File: src/rtl/xbus_pkg.sv
package xbus_pkg;
    localparam int DW    = 32;
    localparam int LANES = DW / 8;

    localparam logic [1:0] PS_W32 = 2'b00;
    localparam logic [1:0] PS_W8  = 2'b01;
    localparam logic [1:0] PS_W16 = 2'b10;

    typedef enum logic [1:0] {
        ST_IDLE    = 2'd0,
        ST_ADDR    = 2'd1,
        ST_DATA    = 2'd2,
        ST_RECOVER = 2'd3
    } xbus_state_e;
endpackage

File: src/rtl/xbus_region_dec.sv
module xbus_region_dec #(
    parameter int NUM_CS = 6,
    parameter int AW     = 32
) (
    input  logic [AW-1:0]        addr,
    input  logic [NUM_CS*AW-1:0] base,
    input  logic [NUM_CS*AW-1:0] mask,
    output logic [NUM_CS-1:0]    sel,
    output logic                 any_hit
);
    logic [NUM_CS-1:0] hit_vec;

    genvar g;
    generate
        for (g = 0; g < NUM_CS; g++) begin : g_cmp
            assign hit_vec[g] =
                (((addr ^ base[g*AW +: AW]) & ~mask[g*AW +: AW]) == '0);
        end
    endgenerate

    // Walk from the highest index down so the lowest match is kept.
    always_comb begin
        sel = '0;
        for (int i = NUM_CS - 1; i >= 0; i--) begin
            if (hit_vec[i]) begin
                sel    = '0;
                sel[i] = 1'b1;
            end
        end
    end

    assign any_hit = |hit_vec;
endmodule

File: src/rtl/xbus_lane_fmt.sv
module xbus_lane_fmt
    import xbus_pkg::*;
#(
    parameter int AW = 32
) (
    input  logic             mux_mode,
    input  logic             phase_addr,
    input  logic             phase_data,
    input  logic             write,
    input  logic [AW-1:0]    addr,
    input  logic [DW-1:0]    wdata,
    input  logic [1:0]       psize,
    input  logic [DW-1:0]    ad_in,
    output logic [DW-1:0]    ad_out,
    output logic [LANES-1:0] ad_oe,
    output logic [LANES-1:0] data_lanes,
    output logic [DW-1:0]    rdata
);
    logic [DW-1:0] data_word;
    logic [DW-1:0] addr_fill;
    logic [DW-1:0] addr_full;

    always_comb begin
        addr_full = '0;
        for (int b = 0; b < DW && b < AW; b++) addr_full[b] = addr[b];
    end

    always_comb begin
        unique case (psize)
            PS_W8: begin
                data_lanes = 4'b1000;
                data_word  = {wdata[7:0], 24'h0};
                addr_fill  = {8'h0, addr_full[23:0]};
                rdata      = {24'h0, ad_in[31:24]};
            end
            PS_W16: begin
                data_lanes = 4'b1100;
                data_word  = {wdata[15:0], 16'h0};
                addr_fill  = {16'h0, addr_full[15:0]};
                rdata      = {16'h0, ad_in[31:16]};
            end
            default: begin
                data_lanes = 4'b1111;
                data_word  = wdata;
                addr_fill  = '0;
                rdata      = ad_in;
            end
        endcase
    end

    always_comb begin
        ad_out = '0;
        ad_oe  = '0;
        if (phase_addr && mux_mode) begin
            ad_out = addr_full;
            ad_oe  = '1;
        end else if (phase_addr || phase_data) begin
            if (write) begin
                ad_out = data_word;
                ad_oe  = data_lanes;
            end
            if (mux_mode) begin
                ad_out = ad_out | addr_fill;
                ad_oe  = ad_oe | ~data_lanes;
            end
        end
    end
endmodule

File: src/rtl/xbus_mux_ctrl.sv
module xbus_mux_ctrl
    import xbus_pkg::*;
#(
    parameter int NUM_CS    = 6,
    parameter int AW        = 32,
    parameter int DATA_CLKS = 2
) (
    input  logic                 clk,
    input  logic                 rst_n,
    input  logic                 req_valid,
    output logic                 req_ready,
    input  logic                 req_write,
    input  logic [AW-1:0]        req_addr,
    input  logic [31:0]          req_wdata,
    output logic                 rsp_valid,
    output logic                 rsp_err,
    output logic [31:0]          rsp_rdata,
    input  logic                 mux_mode,
    input  logic [NUM_CS*AW-1:0] cs_base,
    input  logic [NUM_CS*AW-1:0] cs_mask,
    input  logic [NUM_CS*2-1:0]  cs_psize,
    input  logic [NUM_CS-1:0]    cs_be_wr_only,
    output logic [AW-1:0]        bus_addr_o,
    output logic [31:0]          bus_ad_o,
    output logic [3:0]           bus_ad_oe_o,
    input  logic [31:0]          bus_ad_i,
    output logic [NUM_CS-1:0]    bus_cs_o,
    output logic [3:0]           bus_be_o,
    output logic                 bus_oe_o,
    output logic                 bus_rnw_o
);
    localparam int CW = (DATA_CLKS > 1) ? $clog2(DATA_CLKS) : 1;
    localparam logic [CW-1:0] LAST_DATA = CW'(DATA_CLKS - 1);

    xbus_state_e state, state_nx;
    logic [CW-1:0] dcnt, dcnt_nx;

    logic [NUM_CS-1:0] dec_sel;
    logic              dec_hit;
    logic [1:0]        sel_psize;
    logic              sel_wro;

    logic              cur_write;
    logic [AW-1:0]     cur_addr;
    logic [DW-1:0]     cur_wdata;
    logic [1:0]        cur_psize;
    logic              cur_wro;
    logic [NUM_CS-1:0] cur_cs;

    logic              in_cycle;
    logic              last_data;
    logic [DW-1:0]     fmt_rdata;
    logic [LANES-1:0]  fmt_lanes;

    xbus_region_dec #(.NUM_CS(NUM_CS), .AW(AW)) u_dec (
        .addr    (req_addr),
        .base    (cs_base),
        .mask    (cs_mask),
        .sel     (dec_sel),
        .any_hit (dec_hit)
    );

    always_comb begin
        sel_psize = PS_W32;
        sel_wro   = 1'b0;
        for (int i = 0; i < NUM_CS; i++) begin
            if (dec_sel[i]) begin
                sel_psize = cs_psize[i*2 +: 2];
                sel_wro   = cs_be_wr_only[i];
            end
        end
    end

    assign req_ready = (state == ST_IDLE);
    assign in_cycle  = (state == ST_ADDR) || (state == ST_DATA);
    assign last_data = (state == ST_DATA) && (dcnt == LAST_DATA);

    // Next-state logic
    always_comb begin
        state_nx = state;
        dcnt_nx  = dcnt;
        unique case (state)
            ST_IDLE:    if (req_valid && dec_hit) state_nx = ST_ADDR;
            ST_ADDR: begin
                state_nx = ST_DATA;
                dcnt_nx  = '0;
            end
            ST_DATA: begin
                if (dcnt == LAST_DATA) state_nx = ST_RECOVER;
                else                   dcnt_nx  = dcnt + 1'b1;
            end
            ST_RECOVER: state_nx = ST_IDLE;
            default:    state_nx = ST_IDLE;
        endcase
    end

    // State register
    always_ff @(posedge clk or negedge rst_n) begin
        if (!rst_n) begin
            state <= ST_IDLE;
            dcnt  <= '0;
        end else begin
            state <= state_nx;
            dcnt  <= dcnt_nx;
        end
    end

    // Request latch and response register
    always_ff @(posedge clk or negedge rst_n) begin
        if (!rst_n) begin
            cur_write <= 1'b0;
            cur_addr  <= '0;
            cur_wdata <= '0;
            cur_psize <= PS_W32;
            cur_wro   <= 1'b0;
            cur_cs    <= '0;
            rsp_valid <= 1'b0;
            rsp_err   <= 1'b0;
            rsp_rdata <= '0;
        end else begin
            rsp_valid <= 1'b0;
            rsp_err   <= 1'b0;
            if (state == ST_IDLE && req_valid) begin
                if (dec_hit) begin
                    cur_write <= req_write;
                    cur_addr  <= req_addr;
                    cur_wdata <= req_wdata;
                    cur_psize <= sel_psize;
                    cur_wro   <= sel_wro;
                    cur_cs    <= dec_sel;
                end else begin
                    rsp_valid <= 1'b1;
                    rsp_err   <= 1'b1;
                    rsp_rdata <= '0;
                end
            end
            if (last_data) begin
                rsp_valid <= 1'b1;
                rsp_rdata <= cur_write ? '0 : fmt_rdata;
            end
        end
    end

    xbus_lane_fmt #(.AW(AW)) u_fmt (
        .mux_mode   (mux_mode),
        .phase_addr (state == ST_ADDR),
        .phase_data (state == ST_DATA),
        .write      (cur_write),
        .addr       (cur_addr),
        .wdata      (cur_wdata),
        .psize      (cur_psize),
        .ad_in      (bus_ad_i),
        .ad_out     (bus_ad_o),
        .ad_oe      (bus_ad_oe_o),
        .data_lanes (fmt_lanes),
        .rdata      (fmt_rdata)
    );

    // Output process
    always_comb begin
        bus_cs_o   = in_cycle ? cur_cs : '0;
        bus_addr_o = in_cycle ? cur_addr : '0;
        bus_rnw_o  = in_cycle ? ~cur_write : 1'b1;
        bus_oe_o   = (state == ST_DATA) && !cur_write;
        bus_be_o   = ((state == ST_DATA) && (cur_write || !cur_wro)) ? fmt_lanes : '0;
    end

    // Assertions
    a_r10_oe_read_hit: assert property (@(posedge clk) disable iff (!rst_n)
        bus_oe_o |-> (bus_rnw_o && bus_cs_o != '0));
    a_r1_single_cs: assert property (@(posedge clk) disable iff (!rst_n)
        $onehot0(bus_cs_o));
    a_r12_idle_quiet: assert property (@(posedge clk) disable iff (!rst_n)
        !in_cycle |-> (bus_cs_o == '0 && !bus_oe_o && bus_be_o == '0
                       && bus_rnw_o && bus_ad_oe_o == '0));
    a_r3_cs_held: assert property (@(posedge clk) disable iff (!rst_n)
        (state == ST_DATA) |-> $stable(bus_cs_o));
    a_r9_be_policy: assert property (@(posedge clk) disable iff (!rst_n)
        (bus_be_o != '0 && bus_rnw_o) |-> !cur_wro);
    a_r2_err_with_valid: assert property (@(posedge clk) disable iff (!rst_n)
        rsp_err |-> rsp_valid);
    a_r3_rsp_after_data: assert property (@(posedge clk) disable iff (!rst_n)
        (rsp_valid && !rsp_err) |-> (state == ST_RECOVER));
endmodule

File: config.mk
export PLATFORM = sky130hd
export DESIGN_NAME = xbus_mux_ctrl
export DESIGN_NICKNAME = d
export VERILOG_FILES = /design/src/rtl/xbus_pkg.sv /design/src/rtl/xbus_region_dec.sv /design/src/rtl/xbus_lane_fmt.sv /design/src/rtl/xbus_mux_ctrl.sv
export SDC_FILE = /design/constraint.sdc
export NUM_CORES = 1
export LEC_CHECK = 0
export BUFFER_PORTS_ARGS = -buffer_cell sky130_fd_sc_hd__clkbuf_2
export CAP_MARGIN = 5
export CORE_AREA = 2 2 243 245
export DETAILED_ROUTE_END_ITERATION = 10
export DIE_AREA = 0 0 245 247
export PLACE_DENSITY = 0.36
export SLEW_MARGIN = 20
export SYNTH_ARGS = -nofsm -noshare
export SYNTH_HDL_FRONTEND = slang
export SYNTH_SLANG_ARGS = --single-unit
File: constraint.sdc
create_clock -name clk -period 1.91 [get_ports clk]
set_input_delay 0.191 -clock clk [delete_from_list [all_inputs] [get_ports clk]]
set_output_delay 0.191 -clock clk [all_outputs]
set_load 0.02 [all_outputs]
**Yosys cells after proc, flatten, opt, wreduce, memory -nomap -nowiden**

Index checks and enable logic that the tools add are counted.

- Register bits after elaboration: 111
- Input bits: 503
- Output and inout port bits: 115
- Logic and storage cells: 115

- Add/subtract/negate cells: 1
- Eq/ne operators: 8
- Muxes and demuxes: 50
- Bitwise logic cells: 22
- Reduce and logical (&&, ||, !) cells: 23

Operators by type and width:

| cell | number |
|---|---|
| $mux 32 | 11 |
| $and 32x32->32 | 6 |
| $logic_not 32->1 | 6 |
| $not 32->32 | 6 |
| $xor 32x32->32 | 6 |
| $pmux 32 s2 | 2 |
| $pmux 24 s2 | 1 |
| $mux 6 | 7 |
| $or 32x24->32 | 1 |
| $mux 4 | 7 |
| $mux 2 | 8 |
| $mux 1 | 11 |
| $pmux 2 s4 | 1 |
| $eq 2x2->1 const B | 3 |
| $logic_and 1x1->1 | 6 |
| $pmux 3 s2 | 1 |
| $reduce_and 2->1 | 3 |
| $reduce_or 6->1 | 1 |
| $eq 2x1->1 const B | 2 |
| $ne 2x1->1 const B | 2 |
| $not 4->4 | 1 |
| $or 4x4->4 | 1 |
| $reduce_bool 2->1 | 2 |
| $logic_not 1->1 | 2 |
| 6 further kinds | 7 |

**Logic depth before layout (Yosys ltp)**

- Word-level depth: 15
- Depth in mapped cells: 11

**Hierarchy**

From an unflattened synthesis, not the netlist that was laid out.

- Cell total of the unflattened synthesis: 997
- Area total of the unflattened synthesis: 8,627.0 µm²

Modules (own cells, without submodules):

| module | times used | cells each | area an instance (µm²) |
|---|---|---|---|
| xbus_mux_ctrl | 1 | 479 | 4,673.2 |
| xbus_region_dec | 1 | 359 | 2,849.0 |
| xbus_lane_fmt | 1 | 159 | 1,104.8 |

**Worst setup path after synthesis**

No wires, ideal clock.

- Path type: flip-flop to output port
- From: register cur_psize[0]
- To: output bus_ad_o[10]
- Arrival time: 2.188 ns
- Slack: -0.469 ns
- Cell stages (with the launch flop): 9
- Path buffers: 2
- Cell sequence: dfrtp_1 -> inv_1 -> ha_1 -> inv_1 -> clkbuf_1 -> o211a_1 -> clkbuf_1 -> a22oi_1 -> o21ai_0

- Cells in the longest elaborated chain, start to end: 9
- Elaborated cells on any way between the ends: 11
- Classes of those cells: eq/ne (2); mux (8); bitwise (1)

RTL lines:

| element | RTL line | text |
|---|---|---|
| from (decl) | xbus_mux_ctrl.sv:46 | `logic [1:0] cur_psize;` |
| from (signal assigned) | xbus_mux_ctrl.sv:128 | `cur_psize <= sel_psize;` |
| $eq 2x2->1 or $eq 2x1->1 (tied branches) | xbus_lane_fmt.sv:29 | `unique case (psize)` |
| $pmux 32 s2 | xbus_lane_fmt.sv:29 |  |
| $mux 32 | xbus_lane_fmt.sv:58 | `if (write) begin` |
| $mux 32 | xbus_lane_fmt.sv:57 | `end else if (phase_addr \|\| phase_data) begin` |
| $mux 32 | xbus_lane_fmt.sv:54 | `if (phase_addr && mux_mode) begin` |
| $or 32x24->32 | xbus_lane_fmt.sv:63 | `ad_out = ad_out \| addr_fill;` |
| $mux 32 * | xbus_lane_fmt.sv:62 | `if (mux_mode) begin` |
| $mux 32 * | xbus_lane_fmt.sv:57 |  |
| $mux 32 * | xbus_lane_fmt.sv:54 |  |
| to (decl) | xbus_mux_ctrl.sv:24 | `output logic [31:0] bus_ad_o,` |

Mark *: on every way between the ends. The rest lies on a longest branch, timed or not. The select of a mux whose other input is x is not followed.

**Worst setup path after layout**

- From: register cur_psize[0]
- To: output bus_ad_o[23]

Same word-level chain as after synthesis.

==> impl_results.md <==
* Dpl hpwl at 57,700 um
* Initial DRC Count at approximately 500
* Delay-heaviest family, CP: compound AO/OA/AOI/OAI gates
* Fin nets at 2,156
* Max incr delay on CP at 390 ps
* Req. time, crit path at 1720 ps
* Final Hold Fails at 0
* GP Congestion at 0.876
* Setup TNS at -48,820 ps
* Final Skew at 8.51 ps
* CTS buffer count at 9
* Largest family of logic cells by synthesized area: XOR/XNOR gates
* Lkg Pwr at 8.29 nW
* Post-DR vias/cell at 4.25
* Worst Hold Class: in2reg
* Pins Over Slew Limit at 0
* I/O Pins at approximately 620
* CP max FO at 4
* Max_cap viols at 0
* CTS HTree Levels at 3
* Port Buffers at between 600 and 700
* WP data arrival at 2170 ps
* Post-synthesis cell area at approximately 8400 sq um
* Worst setup EP type: output port
* DP Area at 13,700 sq um
* Die Span X at approximately 250 um
* Global Route Usage Sum at 0.214
* DR DRC count at 0
* Synth area leader: dfrtp_1
* Synth Area in Compound Gates at 0.198
* Die Ht at 247 um
* Post-DRT Antenna Nets at 0
* Core area at slightly below 60,000 sq um
* Setup Crit Path Kind: reg2out
* Final WL at 69,100 um
* Slew @ Worst Pin at 503 ps
* Crit path max-delay cell type: dfrtp_1
* Root Driver: clkbuf_16
* Via count at 10,300
* Largest net degree at the start of global routing at 40
* Cells after Synth at approximately 870
* Synth async-reset ratio at 1.00
* Unrepaired setup endpoints after global routing: yes
* Top-count cell post-synth: xnor2_1
* CTS Buffer Depth at 2
* P&R area growth vs syn at 103%
* Total power density per cell area at 702 nW/um^2
* Final period utilization at 1.24
* Layout cell share with drive strength beyond 1 at 0.697
* Global-route wire length before repair at 87,900 um
* Syn Nets at 1,383
* Vias in the first global route at 10,800
* Relative slew slack at 0.665
* Yosys warns at 0
* Number of synthesized flops with an enable pin at 0
* Sequential share of the synthesized area at 0.329
* Worst path bufs/invs at 5
* Initial antenna violation count at 20
* Reg clk slew, reported paths at 90 ps
* Post-Synth Simple-Gate Area at 0.104
* Top FF cell, synth: dfrtp_1
* Gr ovfl total at 0
* Crit start category: register
* Max VDD drop at 0.531 mV
* Area contributors post-synth: dfrtp_1 (33%), xnor2_1 (20%), o22ai_1 (7.2%)
* Syn Area/Cell at 9.67 sq um
* Adder-Cell Fraction of Synth Area at 0.00888
* Post-route setup slack at -454 ps
* Worst skew pair latency at approximately 400 ps
* Post-synthesis mux area share at 0.0995
* First-pass DRT Iterations at 5
* CTS tree: yes
* Num Clock Sinks at 111
* FMAX at between 400 and 500 MHz
* Yosys reg bits at 111
* Design Area, Final at 17,100 sq um
* Initial Utilization at 0.145
* Critical Path, Cell by Cell: inv_2 > ha_4 > inv_4 > a31oi_4 > nor2b_4 > buf_6 > a222oi_1 > inv_1 > clkbuf_8
* Endpoints failing setup at 185
* Die area at just over 60,000 sq um
* Minimum clock period at 2360 ps
* Failing checks: negative setup slack
* Run status: finished with violations
* Top-area cell type share of the netlist area at 0.329
* Synth top cells by count: xnor2_1 (192), dfrtp_1 (111), o22ai_1 (97)
* WL/cell at 28.5 um
* Number of distinct library cells after synthesis at 48
* XOR/XNOR Fraction of Synth Area at 0.199
* Cell Rows at 89
-- report_power, final --
| group | leakage [nW] | internal, mW | switching [mW] |
|---|---|---|---|
| registers | 1.51 | 2.69 | 0.230 |
| logic | 6.63 | 3.49 | 3.45 |
| clock network | 0.152 | 1.06 | 1.10 |
-- final timing paths --
kind / cells after the start / slack (ps) / to / start
min in group asynchronous: 2 / 230 / cur_cs[3]$_DFFE_PN0P_ / rst_n
max in group asynchronous: 3 / 1060 / cur_addr[17]$_DFFE_PN0P_ / rst_n
worst min-delay path: 2 / 30 / cur_wdata[24]$_DFFE_PN0P_ / req_wdata[24]
worst min register to register: 2 / 500 / cur_cs[0]$_DFFE_PN0P_ / cur_cs[0]$_DFFE_PN0P_
worst max-delay path: 9 / -450 / bus_ad_o[23] / cur_psize[0]$_DFFE_PN0P_
worst max register to register: 8 / 40 / rsp_rdata[9]$_DFFE_PN0P_ / cur_psize[0]$_DFFE_PN0P_
-- logic make-up (layout without fill, tap and decap cells) --
kind of cell | Yosys count | after routing
AO/OA/AOI/OAI | 250 | 250
XOR/XNOR | 192 | 192
AND/OR/NAND/NOR | 155 | 155
flip-flops | 111 | 111
buffers and inverters | 91 | 869
multiplexers | 69 | 69
adder cells (fa/ha/maj) | 6 | 6
other | 0 | 1
-- layout make-up --
class	count	area [sq um]
Timing Repair Buffer	833	6210
Clock buffer	9	225
Sequential cell	111	2780
Inverter	20	82.6
Clock inverter	7	88.8
Antenna cell	1	2.50
Fill cell	6229	41100
Tap cell	773	967
Multi-Input combinational cell	672	6760
-- worst register-to-register path, stage by stage, from the launching register on --
cell and delay [ps]:
dfrtp_1 390, inv_2 80, ha_4 300, buf_8 130
nor2b_4 40, buf_4 150, and2_1 250, a22oi_1 330
o21ai_2 90
-- sequential cells by signal (all words and copies together) (netlist names) --
signal	count
cur_addr	32
cur_wdata	32
rsp_rdata	32
cur_cs	6
cur_psize	2
state	2
cur_write	1
cur_wro	1
dcnt	1
rsp_err	1
rsp_valid	1
-- layout by cell type (no fill, tap or decap), types with 5 or more instances in the layout --
| master | netlist | routed |
|---|---|---|
| inv_1 | 20 | 14 |
| nor4_2 | 5 | 8 |
| o21ai_0 | 62 | 15 |
| nor4_4 | 0 | 13 |
| clkbuf_16 | 0 | 19 |
| o21ai_1 | 0 | 13 |
| a221o_1 | 8 | 8 |
| clkbuf_4 | 0 | 9 |
| clkbuf_2 | 1 | 519 |
| nand2_1 | 57 | 49 |
| a22oi_2 | 0 | 15 |
| buf_6 | 11 | 58 |
| o21ai_2 | 1 | 30 |
| clkbuf_8 | 0 | 22 |
| dfrtp_1 | 111 | 111 |
| a22oi_1 | 36 | 21 |
| ha_4 | 0 | 5 |
| a22o_1 | 24 | 24 |
| buf_8 | 0 | 35 |
| and2_4 | 0 | 32 |
| xnor2_2 | 0 | 50 |
| mux2_2 | 48 | 13 |
| o21ai_4 | 0 | 5 |
| buf_2 | 12 | 6 |
| buf_16 | 0 | 8 |
| o22ai_2 | 0 | 30 |
| mux2_4 | 18 | 53 |
| buf_4 | 21 | 140 |
| buf_12 | 0 | 25 |
| o22ai_1 | 97 | 64 |
| and2_1 | 43 | 11 |
| xnor2_1 | 192 | 138 |
-- metal layers --
metal,global-route usage,share of wire,vias to the layer above
met2,0.369,0.50,436
met5,0,0.0014,-
met1,0.261,0.41,5055
met3,0.0627,0.065,72
met4,0.0504,0.023,16
li1,-,-,4732
-- repair_timing --
action	in CTS	in global routing
endpoints found under the setup margin	189	190
gates resized for setup	289	329
endpoints found under the hold margin	91	0
buffers inserted	24	22
cloned	10	14
hold buffers	1	0
pin swaps	29	85
-- stage by stage --
stage          power, mW  worst slack, ps  instances  hold WS, ps   util
2_1_floorplan       5.17            -79.8        874         -105      -
6_report            12.0             -454       2426         31.9  0.294
3_5_place_dp        7.65            -1320       2350         76.3  0.235
3_3_place_gp        7.67            -1390       2350         77.4  0.235
5_1_grt             12.6             -505       2426         20.1  0.294
4_1_cts             11.1             -510       2398         6.18  0.267
Power figures use the tool's default switching activity.
